## src/rtl/sio_rd_pkg.sv

```systemverilog
`timescale 1ns/1ps
// Shared types for the dual-lane read engine.
// Assumes: read kinds are encoded by the upstream command decoder as listed.
package sio_rd_pkg;

    typedef enum logic [1:0] {
        RD_PLAIN = 2'd0,   // single address, single data, no dummy
        RD_FAST  = 2'd1,   // single address, dummy, single data
        RD_DOUT  = 2'd2,   // single address, dummy, dual data
        RD_DIO   = 2'd3    // dual address, dual dummy, dual data
    } rd_kind_e;

    typedef enum logic [1:0] {
        PH_IDLE  = 2'd0,
        PH_ADDR  = 2'd1,
        PH_DUMMY = 2'd2,
        PH_DATA  = 2'd3
    } rd_phase_e;

    // Address and dummy are taken two bits per clock
    function automatic logic kind_dual_in(rd_kind_e k);
        return (k == RD_DIO);
    endfunction

    // Data is returned two bits per clock
    function automatic logic kind_dual_out(rd_kind_e k);
        return (k == RD_DOUT) || (k == RD_DIO);
    endfunction

    // A dummy phase follows the address
    function automatic logic kind_has_dummy(rd_kind_e k);
        return (k != RD_PLAIN);
    endfunction

endpackage

```

## src/rtl/sio_rd_edge.sv

```systemverilog
`timescale 1ns/1ps
// Edge detector for a group of slow synchronous level signals.
// Assumes: inputs are already synchronous to clk; RST_VAL gives each
// channel's history value after reset so no false edge is seen.
module sio_rd_edge #(
    parameter int          N       = 2,
    parameter logic [N-1:0] RST_VAL = '0
) (
    input  logic         clk,
    input  logic         rst_n,
    input  logic [N-1:0] lvl,
    output logic [N-1:0] rise,
    output logic [N-1:0] fall
);

    logic [N-1:0] hist_q;

    for (genvar i = 0; i < N; i++) begin : g_ch
        // Keep the previous sample of channel i
        always_ff @(posedge clk) begin
            if (!rst_n) hist_q[i] <= RST_VAL[i];
            else        hist_q[i] <= lvl[i];
        end
        assign rise[i] = lvl[i] & ~hist_q[i];
        assign fall[i] = ~lvl[i] & hist_q[i];
    end

endmodule

```

## src/rtl/sio_rd_seq.sv

```systemverilog
`timescale 1ns/1ps
// Phase sequencer: counts address, dummy and data clocks and issues
// shift, load and step strobes to the datapath.
// Assumes: cmd_go arrives while chip select is low, between SCK edges.
module sio_rd_seq
    import sio_rd_pkg::*;
#(
    parameter int ADDR_W  = 24,
    parameter int DUMMY_W = 8
) (
    input  logic      clk,
    input  logic      rst_n,
    input  logic      cs_n,
    input  logic      cs_rise,
    input  logic      cs_fall,
    input  logic      sck_rise,
    input  logic      sck_fall,
    input  logic      cmd_go,
    input  rd_kind_e  cmd_kind,
    output rd_phase_e phase,
    output logic      dual_in,
    output logic      dual_out,
    output logic      addr_shift,
    output logic      data_load,
    output logic      data_shift
);

    localparam int CNT_W = $clog2(ADDR_W);
    localparam logic [CNT_W-1:0] ADDR_LAST_1 = CNT_W'(ADDR_W - 1);
    localparam logic [CNT_W-1:0] ADDR_LAST_2 = CNT_W'(ADDR_W / 2 - 1);
    localparam logic [CNT_W-1:0] DUM_LAST_1  = CNT_W'(DUMMY_W - 1);
    localparam logic [CNT_W-1:0] DUM_LAST_2  = CNT_W'(DUMMY_W / 2 - 1);
    localparam logic [CNT_W-1:0] BYTE_LAST_1 = CNT_W'(7);
    localparam logic [CNT_W-1:0] BYTE_LAST_2 = CNT_W'(3);

    rd_phase_e        phase_q;
    rd_kind_e         kind_q;
    logic [CNT_W-1:0] cnt_q;
    logic [CNT_W-1:0] addr_last;
    logic [CNT_W-1:0] dum_last;
    logic [CNT_W-1:0] byte_last;

    // Per-kind clock counts of each phase
    always_comb begin
        addr_last = kind_dual_in(kind_q)  ? ADDR_LAST_2 : ADDR_LAST_1;
        dum_last  = kind_dual_in(kind_q)  ? DUM_LAST_2  : DUM_LAST_1;
        byte_last = kind_dual_out(kind_q) ? BYTE_LAST_2 : BYTE_LAST_1;
    end

    // Phase register and shared bit counter
    always_ff @(posedge clk) begin
        if (!rst_n) begin
            phase_q <= PH_IDLE;
            kind_q  <= RD_PLAIN;
            cnt_q   <= '0;
        end else if (cs_rise) begin
            phase_q <= PH_IDLE;
            cnt_q   <= '0;
        end else if (cs_fall) begin
            phase_q <= PH_IDLE;
            cnt_q   <= '0;
        end else begin
            unique case (phase_q)
                PH_IDLE: begin
                    if (cmd_go && !cs_n) begin
                        phase_q <= PH_ADDR;
                        kind_q  <= cmd_kind;
                        cnt_q   <= '0;
                    end
                end
                PH_ADDR: begin
                    if (sck_rise) begin
                        if (cnt_q == addr_last) begin
                            cnt_q   <= '0;
                            phase_q <= kind_has_dummy(kind_q) ? PH_DUMMY : PH_DATA;
                        end else begin
                            cnt_q <= cnt_q + 1'b1;
                        end
                    end
                end
                PH_DUMMY: begin
                    if (sck_rise) begin
                        if (cnt_q == dum_last) begin
                            cnt_q   <= '0;
                            phase_q <= PH_DATA;
                        end else begin
                            cnt_q <= cnt_q + 1'b1;
                        end
                    end
                end
                PH_DATA: begin
                    if (sck_fall) begin
                        cnt_q <= (cnt_q == byte_last) ? '0 : cnt_q + 1'b1;
                    end
                end
                default: phase_q <= PH_IDLE;
            endcase
        end
    end

    // Strobes to the address and output datapaths
    always_comb begin
        phase      = phase_q;
        dual_in    = kind_dual_in(kind_q);
        dual_out   = kind_dual_out(kind_q);
        addr_shift = (phase_q == PH_ADDR) && sck_rise && !cs_n;
        data_load  = (phase_q == PH_DATA) && sck_fall && !cs_n && (cnt_q == '0);
        data_shift = (phase_q == PH_DATA) && sck_fall && !cs_n && (cnt_q != '0);
    end

endmodule

```

## src/rtl/sio_rd_addr.sv

```systemverilog
`timescale 1ns/1ps
// Address register: assembles the serial address and steps the read
// pointer inside a MEM_AW-bit space that wraps to zero.
// Assumes: MEM_AW <= ADDR_W; higher address bits are kept but unused.
module sio_rd_addr #(
    parameter int ADDR_W = 24,
    parameter int MEM_AW = 23
) (
    input  logic              clk,
    input  logic              rst_n,
    input  logic              shift_en,
    input  logic              dual_in,
    input  logic [1:0]        sio_in,
    input  logic              step,
    output logic [MEM_AW-1:0] mem_addr
);

    localparam logic [ADDR_W-1:0] LO_MASK = ADDR_W'((64'd1 << MEM_AW) - 64'd1);

    logic [ADDR_W-1:0] addr_q;
    logic [ADDR_W-1:0] addr_inc;

    // Pointer step confined to the low MEM_AW bits
    always_comb begin
        addr_inc = (addr_q & ~LO_MASK) | ((addr_q + 1'b1) & LO_MASK);
    end

    // Shift in address bits, then step once per loaded byte
    always_ff @(posedge clk) begin
        if (!rst_n) begin
            addr_q <= '0;
        end else if (shift_en) begin
            if (dual_in) addr_q <= {addr_q[ADDR_W-3:0], sio_in[1], sio_in[0]};
            else         addr_q <= {addr_q[ADDR_W-2:0], sio_in[0]};
        end else if (step) begin
            addr_q <= addr_inc;
        end
    end

    assign mem_addr = addr_q[MEM_AW-1:0];

endmodule

```

## src/rtl/sio_rd_tx.sv

```systemverilog
`timescale 1ns/1ps
// Output shifter: loads a byte at the first falling edge of each byte,
// shifts one or two bits per falling edge and drives the pin enables.
// Assumes: rdata is valid for the current pointer when load is strobed.
module sio_rd_tx (
    input  logic       clk,
    input  logic       rst_n,
    input  logic       cs_n,
    input  logic       load,
    input  logic       shift,
    input  logic       dual,
    input  logic [7:0] rdata,
    output logic [1:0] sio_out,
    output logic [1:0] sio_oe
);

    logic [7:0] sh_q;
    logic [1:0] out_q;
    logic [1:0] oe_q;

    // Byte shifter and pin drive
    always_ff @(posedge clk) begin
        if (!rst_n || cs_n) begin
            sh_q  <= '0;
            out_q <= '0;
            oe_q  <= '0;
        end else if (load) begin
            if (dual) begin
                out_q <= rdata[7:6];
                sh_q  <= {rdata[5:0], 2'b00};
                oe_q  <= 2'b11;
            end else begin
                out_q <= {rdata[7], 1'b0};
                sh_q  <= {rdata[6:0], 1'b0};
                oe_q  <= 2'b10;
            end
        end else if (shift) begin
            if (dual) begin
                out_q <= sh_q[7:6];
                sh_q  <= {sh_q[5:0], 2'b00};
            end else begin
                out_q <= {sh_q[7], 1'b0};
                sh_q  <= {sh_q[6:0], 1'b0};
            end
        end
    end

    assign sio_out = out_q;
    assign sio_oe  = oe_q;

endmodule

```

## src/rtl/sio_read_engine.sv

```systemverilog
`timescale 1ns/1ps
// Dual-lane serial flash read engine, top level.
// Takes the address after the decoded command, waits the dummy clocks,
// then streams memory bytes on one or two lanes with per-pin enables.
// Assumes: sck, cs_n and sio_in are synchronous to clk; an SCK half
// period lasts at least two clk cycles.
module sio_read_engine
    import sio_rd_pkg::*;
#(
    parameter int ADDR_W  = 24,
    parameter int DUMMY_W = 8,
    parameter int MEM_AW  = 23
) (
    input  logic              clk,
    input  logic              rst_n,
    input  logic              sck,
    input  logic              cs_n,
    input  logic [1:0]        sio_in,
    input  logic              cmd_go,
    input  logic [1:0]        cmd_kind,
    input  logic [7:0]        mem_rdata,
    output logic [MEM_AW-1:0] mem_addr,
    output logic [1:0]        sio_out,
    output logic [1:0]        sio_oe
);

    logic [1:0] lvl_rise;
    logic [1:0] lvl_fall;
    rd_phase_e  phase;
    logic       dual_in;
    logic       dual_out;
    logic       addr_shift;
    logic       data_load;
    logic       data_shift;

    // Channel 1 is chip select (idles high), channel 0 is SCK
    sio_rd_edge #(
        .N      (2),
        .RST_VAL(2'b10)
    ) u_edge (
        .clk  (clk),
        .rst_n(rst_n),
        .lvl  ({cs_n, sck}),
        .rise (lvl_rise),
        .fall (lvl_fall)
    );

    sio_rd_seq #(
        .ADDR_W (ADDR_W),
        .DUMMY_W(DUMMY_W)
    ) u_seq (
        .clk       (clk),
        .rst_n     (rst_n),
        .cs_n      (cs_n),
        .cs_rise   (lvl_rise[1]),
        .cs_fall   (lvl_fall[1]),
        .sck_rise  (lvl_rise[0]),
        .sck_fall  (lvl_fall[0]),
        .cmd_go    (cmd_go),
        .cmd_kind  (rd_kind_e'(cmd_kind)),
        .phase     (phase),
        .dual_in   (dual_in),
        .dual_out  (dual_out),
        .addr_shift(addr_shift),
        .data_load (data_load),
        .data_shift(data_shift)
    );

    sio_rd_addr #(
        .ADDR_W(ADDR_W),
        .MEM_AW(MEM_AW)
    ) u_addr (
        .clk     (clk),
        .rst_n   (rst_n),
        .shift_en(addr_shift),
        .dual_in (dual_in),
        .sio_in  (sio_in),
        .step    (data_load),
        .mem_addr(mem_addr)
    );

    sio_rd_tx u_tx (
        .clk    (clk),
        .rst_n  (rst_n),
        .cs_n   (cs_n),
        .load   (data_load),
        .shift  (data_shift),
        .dual   (dual_out),
        .rdata  (mem_rdata),
        .sio_out(sio_out),
        .sio_oe (sio_oe)
    );

endmodule

```

## config.mk

```make
export PLATFORM = sky130hd
export DESIGN_NAME = sio_read_engine
export DESIGN_NICKNAME = d
export VERILOG_FILES = /design/src/rtl/sio_rd_pkg.sv /design/src/rtl/sio_rd_edge.sv /design/src/rtl/sio_rd_seq.sv /design/src/rtl/sio_rd_addr.sv /design/src/rtl/sio_rd_tx.sv /design/src/rtl/sio_read_engine.sv
export SDC_FILE = /design/constraint.sdc
export NUM_CORES = 1
export LEC_CHECK = 0
export BUFFER_PORTS_ARGS = -buffer_cell sky130_fd_sc_hd__buf_2
export CORE_ASPECT_RATIO = 1.75
export CORE_MARGIN = 3
export CORE_UTILIZATION = 60
export CTS_CLUSTER_SIZE = 14
export DETAILED_ROUTE_END_ITERATION = 12
export PLACE_DENSITY = 0.86
export SYNTH_ARGS = -nofsm -noshare
export SYNTH_HDL_FRONTEND = slang
export SYNTH_SLANG_ARGS = --single-unit
```

## constraint.sdc

```tcl
create_clock -name clk -period 3.31 [get_ports clk]
set_input_delay 0.662 -clock clk [delete_from_list [all_inputs] [get_ports clk]]
set_output_delay 0.662 -clock clk [all_outputs]
set_load 0.05 [all_outputs]
```

==> reports/metrics.yaml, run 1 <==
detailed_routing:
  totalWireLength_mm: 6.61
  wl_per_cell_um: 15.9
  vias_per_cell: 6.31
  initialDrtViolationCount: 149
  drt_first_pass_iters: 5
  antenna_violating_nets_post_route: 0
  drt_drc_violations_left: 0
  vias: 2624
critical_path:
  slowest_delay_ns: 0.60
  cp_cell_sequence: "inv_1 -> ha_1 -> or4b_1 -> nor3_4 -> or2b_1 -> xnor2_1 -> a221oi_1"
  worstRegToRegCells: 7
  rr_startpoint: "u_seq.cnt_q[0]"
  worstSetupPathDepth: 7
  path_buf_inv: 1
  critical_path_peak_fanout: 10
  critPathCaptureType: "flop"
  critical-path-slowest-cell: "sky130_fd_sc_hd__or4b_1"
  setup.worst_path.start_class: "flop"
  reg2reg_to: "u_addr.addr_q[5]"
  critical_path_arrival_ns: 2.61
  worstSetupEndpoint: "u_addr.addr_q[5]"
  critical_path.startpoint: "u_seq.cnt_q[0]"
  path_delay_family: "simple AND/OR/NAND/NOR gates"
  timing_worst_setup_path_type: "flop to flop"
  crit_required_ns: 3.51
  setup.reg_to_reg.worst_slack_ns: 0.90
cts:
  cts_inserted_buffers: 5
  clock_tree.buffer_depth: 2
  clock_slew_at_reported_path_ffs_ns: 0.09
  worstSkewPairLatency_ns: 0.31
  post_cts.resized_instances: 0
  cts_num_sinks: 45
  ctsRootBufferMaster: "sky130_fd_sc_hd__clkbuf_8"
  post-cts-setup-buffer-count: 0
  htree_num_levels: 2
  holdBufCountCts: 0
  clock_tree_from_tritoncts: "yes"
floorplan:
  core.rowCount: 31
  die_y_um: 95.4
  initial_core_util_pct: 64.2
  floorplan_core_area_um2: 4270
  die_area_um2: 5450
  i_o_pin_cnt: 44
  fp.dieW_um: 57.1
timing:
  finalHoldViolations: 0
  min_tclk_post_route_ns: 2.41
  min_period_over_period_pct: 72.7
  max_clock_freq_ghz: 0.416
  maxSlewViolCount: 0
  hold-worst-slack_ns: 0.455
  slew-limit-headroom_pct: 18.7
  fin_setup_tns_ns: 0
  clock_skew_ns: 0.0124
  rsz_0062_raised_after_global_routing: "false"
  finalSetupViolCount: 0
  tightest_slew_ns: 1.22
grt:
  global_route.usage.total_pct: 24.9
  grt_start_max_net_pins: 37
  grt-ovfl-total: 0
  grt_pass1_wl_mm: 10.9
  via_count_of_the_first_global_routing_pass: 2559
  antenna_found_initial: 0
logic_synthesis:
  synthDominantAreaCellType: "sky130_fd_sc_hd__dfxtp_1"
  postSynthRegisterBits: 45
  synth_cell_type_count: 50
  synth_largest_type_area_fraction_pct: 32.9
  synth_area_per_cell_um2: 8.23
  synth-main-ff-cell: "sky130_fd_sc_hd__dfxtp_1"
  synth_enable_flop_cells: 0
  synth_area_um2: 2740
  synthesis.instances: 333
  synth_seq_area_share_pct: 32.9
  ys_warn_count: 0
  synth-async-reset-ratio_pct: 0
  synth_area_leaders: "sky130_fd_sc_hd__dfxtp_1 33%, sky130_fd_sc_hd__mux2i_1 7.3%, sky130_fd_sc_hd__xor2_1 6.1%, sky130_fd_sc_hd__nand2_1 5.6%, sky130_fd_sc_hd__ha_1 4.1%"
  net_count_synth: 359
place:
  place.gp.congestion: 0.938
  dp.final_hpwl_mm: 4.75
  portBuffers: 43
  dpl-instance-area_um2: 2970
  place.detailed.instances: 408
pwr:
  powerDensity_nw_per_um2: 339
  worst_vdd_ir_v: 0.000295
  totalPowerFinal_uw: 1040
  power_leakage_uw: 0.00124
finish:
  register_area_um2: 901
  finalNonFillerCells: 416
  multiInputGateArea_um2: 1710
  antenna_cells_inserted: 0
  nets: 392
  mostFrequentLayoutCell: "sky130_fd_sc_hd__dfxtp_1"
  share_of_post_route_cells_with_drive_strength_above_1_pct: 18.3
  post-route-cell-area_um2: 3060
  filler_cell_count: 374
  syn_to_final_growth_pct: 11.7
  mostFrequentLayoutCells: "45 x sky130_fd_sc_hd__dfxtp_1, 43 x sky130_fd_sc_hd__buf_2, 41 x sky130_fd_sc_hd__nand2_1"
min_path:
  min_path_type: "flop to flop"
run_status:
  status: "complete, no violations"
job:
  max_cap_violations: 0
-- through the flow --
stage,setup WS (ns),util (%)
floorplan,1.15,-
global placement,0.839,69.7
detailed placement,0.789,69.7
CTS,0.896,71.7
global route,0.682,71.7
finish,0.904,71.7
-- state kept, by name (all words and copies together) (netlist names) --
| register | cells |
|---|---|
| u_seq.phase | 2 |
| u_tx.sio_oe | 2 |
| u_edge.hist_q | 2 |
| u_tx.sh_q | 7 |
| u_tx.sio_out | 2 |
| u_addr.addr_q | 23 |
| u_seq.cnt_q | 5 |
| u_seq.kind_q | 2 |
-- worst register-to-register path, stage by stage, from the launching register on --
cell	delay [ns]
sky130_fd_sc_hd__dfxtp_1	0.33
sky130_fd_sc_hd__inv_1	0.09
sky130_fd_sc_hd__ha_1	0.18
sky130_fd_sc_hd__or4b_1	0.60
sky130_fd_sc_hd__nor3_4	0.43
sky130_fd_sc_hd__or2b_1	0.28
sky130_fd_sc_hd__xnor2_1	0.13
sky130_fd_sc_hd__a221oi_1	0.28
-- power by group --
group | total [uW] | internal, uW | switching [uW]
Clock | 347 | 149 | 198
Sequential | 564 | 550 | 13.7
Combinational | 126 | 46.1 | 80.2
-- worst min-delay path by stage --
stage                            start      endpoint  cells after the start
after detailed placement  u_tx.sh_q[6]  u_tx.sh_q[6]                      2
after global placement    u_tx.sh_q[6]  u_tx.sh_q[6]                      2
after CTS                 u_tx.sh_q[6]  u_tx.sh_q[6]                      2
final                     u_tx.sh_q[6]  u_tx.sh_q[6]                      2
after global routing      u_tx.sh_q[6]  u_tx.sh_q[6]                      2
after floorplan           u_tx.sh_q[1]  u_tx.sh_q[1]                      2
-- cells by family (layout without fill, tap and decap cells) --
family | Yosys count | count (layout) | synth area share (%)
compound gates | 68 | 68 | 17.5
mux | 20 | 20 | 7.31
buf+inv | 35 | 69 | 5.21
fa+ha+maj | 9 | 9 | 4.11
flops | 45 | 45 | 32.9
simple gates | 132 | 132 | 25.3
xor+xnor | 24 | 24 | 7.67
-- area by class of cell --
class,count,area share [%]
clock inverters,2,0.491
inverters,13,1.59
flip-flops and latches,45,29.4
well taps,49,2.00
repair buffers,48,8.26
multi-input cells,253,55.8
clock buffers,6,2.37
-- layer usage --
layer  up-vias  GRT usage (%)  wire [um]
li1       1258              -          -
met1      1244           26.7       2520
met2       101           45.7       3540
met3        21           4.07        364
met4         0           13.2        188
met5         -              0          0
-- cell usage after synthesis (all sizes together) (7+ instances only) --
| master | n |
|---|---|
| and3 | 9 |
| buf | 8 |
| dfxtp | 45 |
| clkbuf | 14 |
| o211ai | 7 |
| ha | 9 |
| a21oi | 21 |
| xor2 | 19 |
| nand2 | 41 |
| nand3 | 13 |
| a211oi | 7 |
| nand4 | 11 |
| nor3 | 7 |
| inv | 13 |
| mux2i | 20 |
| o21ai | 8 |
| nor2 | 27 |
| a221oi | 12 |
No activity file was read; power rests on OpenSTA's default activity.
==> inputs of run 2 (changes only) <==
--- a/config.mk
+++ b/config.mk
@@ -5,13 +5,14 @@
 export SDC_FILE = /design/constraint.sdc
 export NUM_CORES = 1
 export LEC_CHECK = 0
+export ABC_AREA = 1
 export BUFFER_PORTS_ARGS = -buffer_cell sky130_fd_sc_hd__buf_2
 export CORE_ASPECT_RATIO = 1.75
 export CORE_MARGIN = 3
-export CORE_UTILIZATION = 60
+export CORE_UTILIZATION = 58
 export CTS_CLUSTER_SIZE = 14
 export DETAILED_ROUTE_END_ITERATION = 12
-export PLACE_DENSITY = 0.86
+export PLACE_DENSITY = 0.82
 export SYNTH_ARGS = -nofsm -noshare
 export SYNTH_HDL_FRONTEND = slang
 export SYNTH_SLANG_ARGS = --single-unit
==> constraint.sdc (replaced) <==
create_clock -name clk -period 2.25 [get_ports clk]
set_input_delay 0.45 -clock clk [delete_from_list [all_inputs] [get_ports clk]]
set_output_delay 0.45 -clock clk [all_outputs]
set_load 0.05 [all_outputs]
==> run 2 against run 1 <==
- final cell count rose by 48%
- power grew 54%
- first-iteration DRC count is 36% higher
- largest power group unchanged
==> reports/metrics.yaml, run 2 <==
pwr:
  power_frac_comb_pct: 14.3  # +2.1 points
  p_sw_uw: 497  # +71%
  switching_share_pct: 31.2  # +3.1 points
  worst_vdd_ir_v: 0.000248  # -16%
  power_frac_clock_pct: 33.3  # about the same
  power_leakage_uw: 0.00151  # +22%
  power.internal_uw: 1100  # +47%
  powerDensity_nw_per_um2: 443  # +31%
  seqPwrFrac_pct: 52.4  # -2.0 points
place:
  place.detailed.instances: 608  # +49%
  post-place-ws_ns: 0.443  # -0.346 ns
  dp.final_hpwl_mm: 6.34  # +33%
  place.gp.congestion: 0.874  # -6.8%
  portBuffers: 43  # unchanged
logic_synthesis:
  synth-async-reset-ratio_pct: 0  # unchanged
  ys_top_cells_by_count: "125 x sky130_fd_sc_hd__nand2_1, 51 x sky130_fd_sc_hd__a21oi_1, 48 x sky130_fd_sc_hd__inv_1"
  synth_seq_area_share_pct: 27.3  # -5.6 points
  synth_cell_type_count: 37  # -26%
  ys_warn_count: 0  # unchanged
  synth_area_per_cell_um2: 6.53  # -21%
  synth_enable_flop_cells: 0  # unchanged
  synth_area_um2: 3300  # +21%
  synth_largest_type_area_fraction_pct: 27.3  # -5.6 points
  postSynthRegisterBits: 45  # unchanged
  synthesis.instances: 506  # +52%
  synth-main-ff-cell: "sky130_fd_sc_hd__dfxtp_1"
  synth_area_leaders: "sky130_fd_sc_hd__dfxtp_1 27%, sky130_fd_sc_hd__nand2_1 14%, sky130_fd_sc_hd__a21oi_1 7.7%, sky130_fd_sc_hd__o21ai_0 6.8%, sky130_fd_sc_hd__inv_1 5.5%"
  synthDominantAreaCellType: "sky130_fd_sc_hd__dfxtp_1"
  net_count_synth: 532  # +48%
  most_frequent_cell_after_synthesis: "sky130_fd_sc_hd__nand2_1"
grt:
  via_count_of_the_first_global_routing_pass: 3348  # +31%
  grt-ovfl-total: 0  # unchanged
  global_route.usage.total_pct: 26.3  # +1.3 points
  antenna_found_initial: 0  # unchanged
  grt_start_max_net_pins: 35  # -5.4%
  grt_pass1_wl_mm: 14.5  # +32%
cts:
  holdBufCountCts: 0  # unchanged
  htree_num_levels: 2  # unchanged
  post-cts-setup-buffer-count: 0  # unchanged
  clock_slew_at_reported_path_ffs_ns: 0.09  # about the same
  clock_tree.buffer_depth: 2  # unchanged
  clock_tree_from_tritoncts: "yes"
  cts_inserted_buffers: 5  # unchanged
  worstSkewPairLatency_ns: 0.31  # about the same
  post_cts.resized_instances: 0  # unchanged
  ctsRootBufferMaster: "sky130_fd_sc_hd__clkbuf_8"
  cts_num_sinks: 45  # unchanged
finish:
  largest_register: "u_addr.addr_q"
  mostFrequentLayoutCell: "sky130_fd_sc_hd__nand2_1"
  finalNonFillerCells: 616  # +48%
  antenna_cells_inserted: 0  # unchanged
  filler_cell_count: 520  # +39%
  largest_register_ffs: 23  # unchanged
  layout.core_utilization_pct: 66.8  # -4.9 points
  layout_top_registers: "u_addr.addr_q x23, u_tx.sh_q x7, u_seq.cnt_q x5"
  syn_to_final_growth_pct: 8.98
  nets: 567  # +45%
  mostFrequentLayoutCells: "125 x sky130_fd_sc_hd__nand2_1, 51 x sky130_fd_sc_hd__a21oi_1, 48 x sky130_fd_sc_hd__inv_1"
  share_of_post_route_cells_with_drive_strength_above_1_pct: 18.1  # -0.17 points
detailed_routing:
  metal_1_wl_mm: 3.19  # +26%
  route.met2.wl_mm: 4.62  # +30%
  totalWireLength_mm: 8.47  # +28%
  vias: 3442  # +31%
  vias_per_cell: 5.59  # -11%
  drt_first_pass_iters: 5  # unchanged
  route.top_layer_used: "met4"
  antenna_violating_nets_post_route: 0  # unchanged
  drt_drc_violations_left: 0  # unchanged
  initialDrtViolationCount: 203  # +36%
  routed-wl-met3_um: 406  # +12%
  wl_per_cell_um: 13.8  # -13%
floorplan:
  fp.dieW_um: 63.0  # +10%
  core.rowCount: 35  # +13%
  initial_core_util_pct: 61.3  # -2.9 points
  floorplan_core_area_um2: 5390  # +26%
  i_o_pin_cnt: 44  # unchanged
  die_area_um2: 6670  # +22%
  die_y_um: 106  # +11%
timing:
  clock_skew_ns: 0.00491  # -0.00745 ns
  min_period_over_period_pct: 80.0  # +7.3 points
  finalSetupViolCount: 0  # unchanged
  hold-worst-slack_ns: 0.363  # -0.0919 ns
  slew-limit-headroom_pct: 62.5  # +44 points
  maxSlewViolCount: 0  # unchanged
  max_clock_freq_ghz: 0.556  # +34%
  fin_setup_tns_ns: 0  # unchanged
  finalHoldViolations: 0  # unchanged
  tightest_slew_ns: 0.558  # -0.661 ns
  rsz_0062_raised_after_global_routing: "false"
  min_tclk_post_route_ns: 1.80  # -0.606 ns
  final_critical_path_setup_slack_ns: 0.450  # -0.454 ns
critical_path:
  path_delay_family: "flip-flops"
  worstRegToRegCells: 8  # +1
  setup.worst_path.start_class: "flop"
  setup.reg_to_reg.worst_slack_ns: 0.45  # -0.45 ns
  timing_worst_setup_path_type: "flop to flop"
  reg2reg_to: "u_addr.addr_q[5]"
  rr_startpoint: "u_seq.phase[1]"
  critical_path_arrival_ns: 1.99  # -0.62 ns
  crit_required_ns: 2.44  # -1.07 ns
  slowest_delay_ns: 0.39  # -0.21 ns
  critical_path_peak_fanout: 34  # +24
  critical-path-slowest-cell: "sky130_fd_sc_hd__dfxtp_1"
  critPathCaptureType: "flop"
  cp_cell_sequence: "inv_1 -> ha_1 -> nand2_2 -> nor2_8 -> inv_4 -> nand2_8 -> o21ai_0 -> a31oi_1"
  path_buf_inv: 2  # +1
min_path:
  min_path_cells: 3  # +1
  whs_endpoint: "u_edge.hist_q[0]"
  holdCritStartpoint: "sck"
  min_path_type: "input port to flop"
job:
  max_cap_violations: 0  # unchanged
run_status:
  status: "complete, no violations"
[run 2: cell types whose count changed in the layout (fill, tap and decap cells not counted), sizes merged, moves of 12 or more]
cell    delta
nand2     +97
o21ai     +53
inv       +41
a21oi     +35
nor2      +26
mux2i     -20
nand3     +19
a221oi    -12
[run 2: final cells by class]
cell class / count / area, um^2 / area share, %
multi-input cells: 386 / 2050 / 56.8
flip-flops and latches: 45 / 901 / 25.0
repair buffers: 47 / 245 / 6.82
inverters: 56 / 223 / 6.19
well taps: 74 / 92.6 / 2.57
clock buffers: 5 / 68.8 / 1.91
clock inverters: 3 / 22.5 / 0.626
[run 2: power by group through the flow]
stage	registers [uW]	clock network (uW)	logic (uW)
after detailed placement	854	0	226
after floorplan	878	0	138
after global routing	839	566	252
final	836	532	228
after global placement	854	0	220
after CTS	835	540	227
[run 2: cell families after synthesis]
family                     Yosys count  synth area share [%]
AOI/OAI and AO/OA                  132                  21.4
xor gates and xnor gates            14                  3.71
adders and majority gates            9                  3.41
buffers and inverters               75                  10.8
DFF                                 45                  27.3
and+or+nand+nor                    231                  33.5
[run 2: metrics by stage]
step | power (uW) | area [um^2]
6_report | 1600 | 3600
5_1_grt | 1660 | 3600
4_1_cts | 1600 | 3600
3_5_place_dp | 1080 | 3510
3_3_place_gp | 1070 | 3510
2_1_floorplan | 1020 | 3300
[run 2: worst max path at each step]
stage          cells past startpoint        startpoint                end  slack [ns]
2_1_floorplan                      8  u_addr.addr_q[1]  u_addr.addr_q[12]        0.41
4_1_cts                            9    u_seq.phase[1]  u_addr.addr_q[21]        0.45
6_report                           8    u_seq.phase[1]   u_addr.addr_q[5]        0.45
3_5_place_dp                       6              cs_n     u_seq.cnt_q[0]        0.44
3_3_place_gp                       9               sck  u_addr.addr_q[10]        0.49
5_1_grt                            9    u_seq.phase[1]  u_addr.addr_q[21]        0.27
[run 2: tightest hold or removal path, cell delays in order]
cell,delay [ns]
sky130_fd_sc_hd__buf_2,0.11
sky130_fd_sc_hd__nand2_1,0.05
sky130_fd_sc_hd__inv_1,0.04
[run 2: per-layer routing]
layer  global-route usage (%)  up-vias
met3                     3.41       23
met5                        0        -
met1                     27.6     1580
li1                         -     1721
met2                     48.6      118
met4                     15.2        0
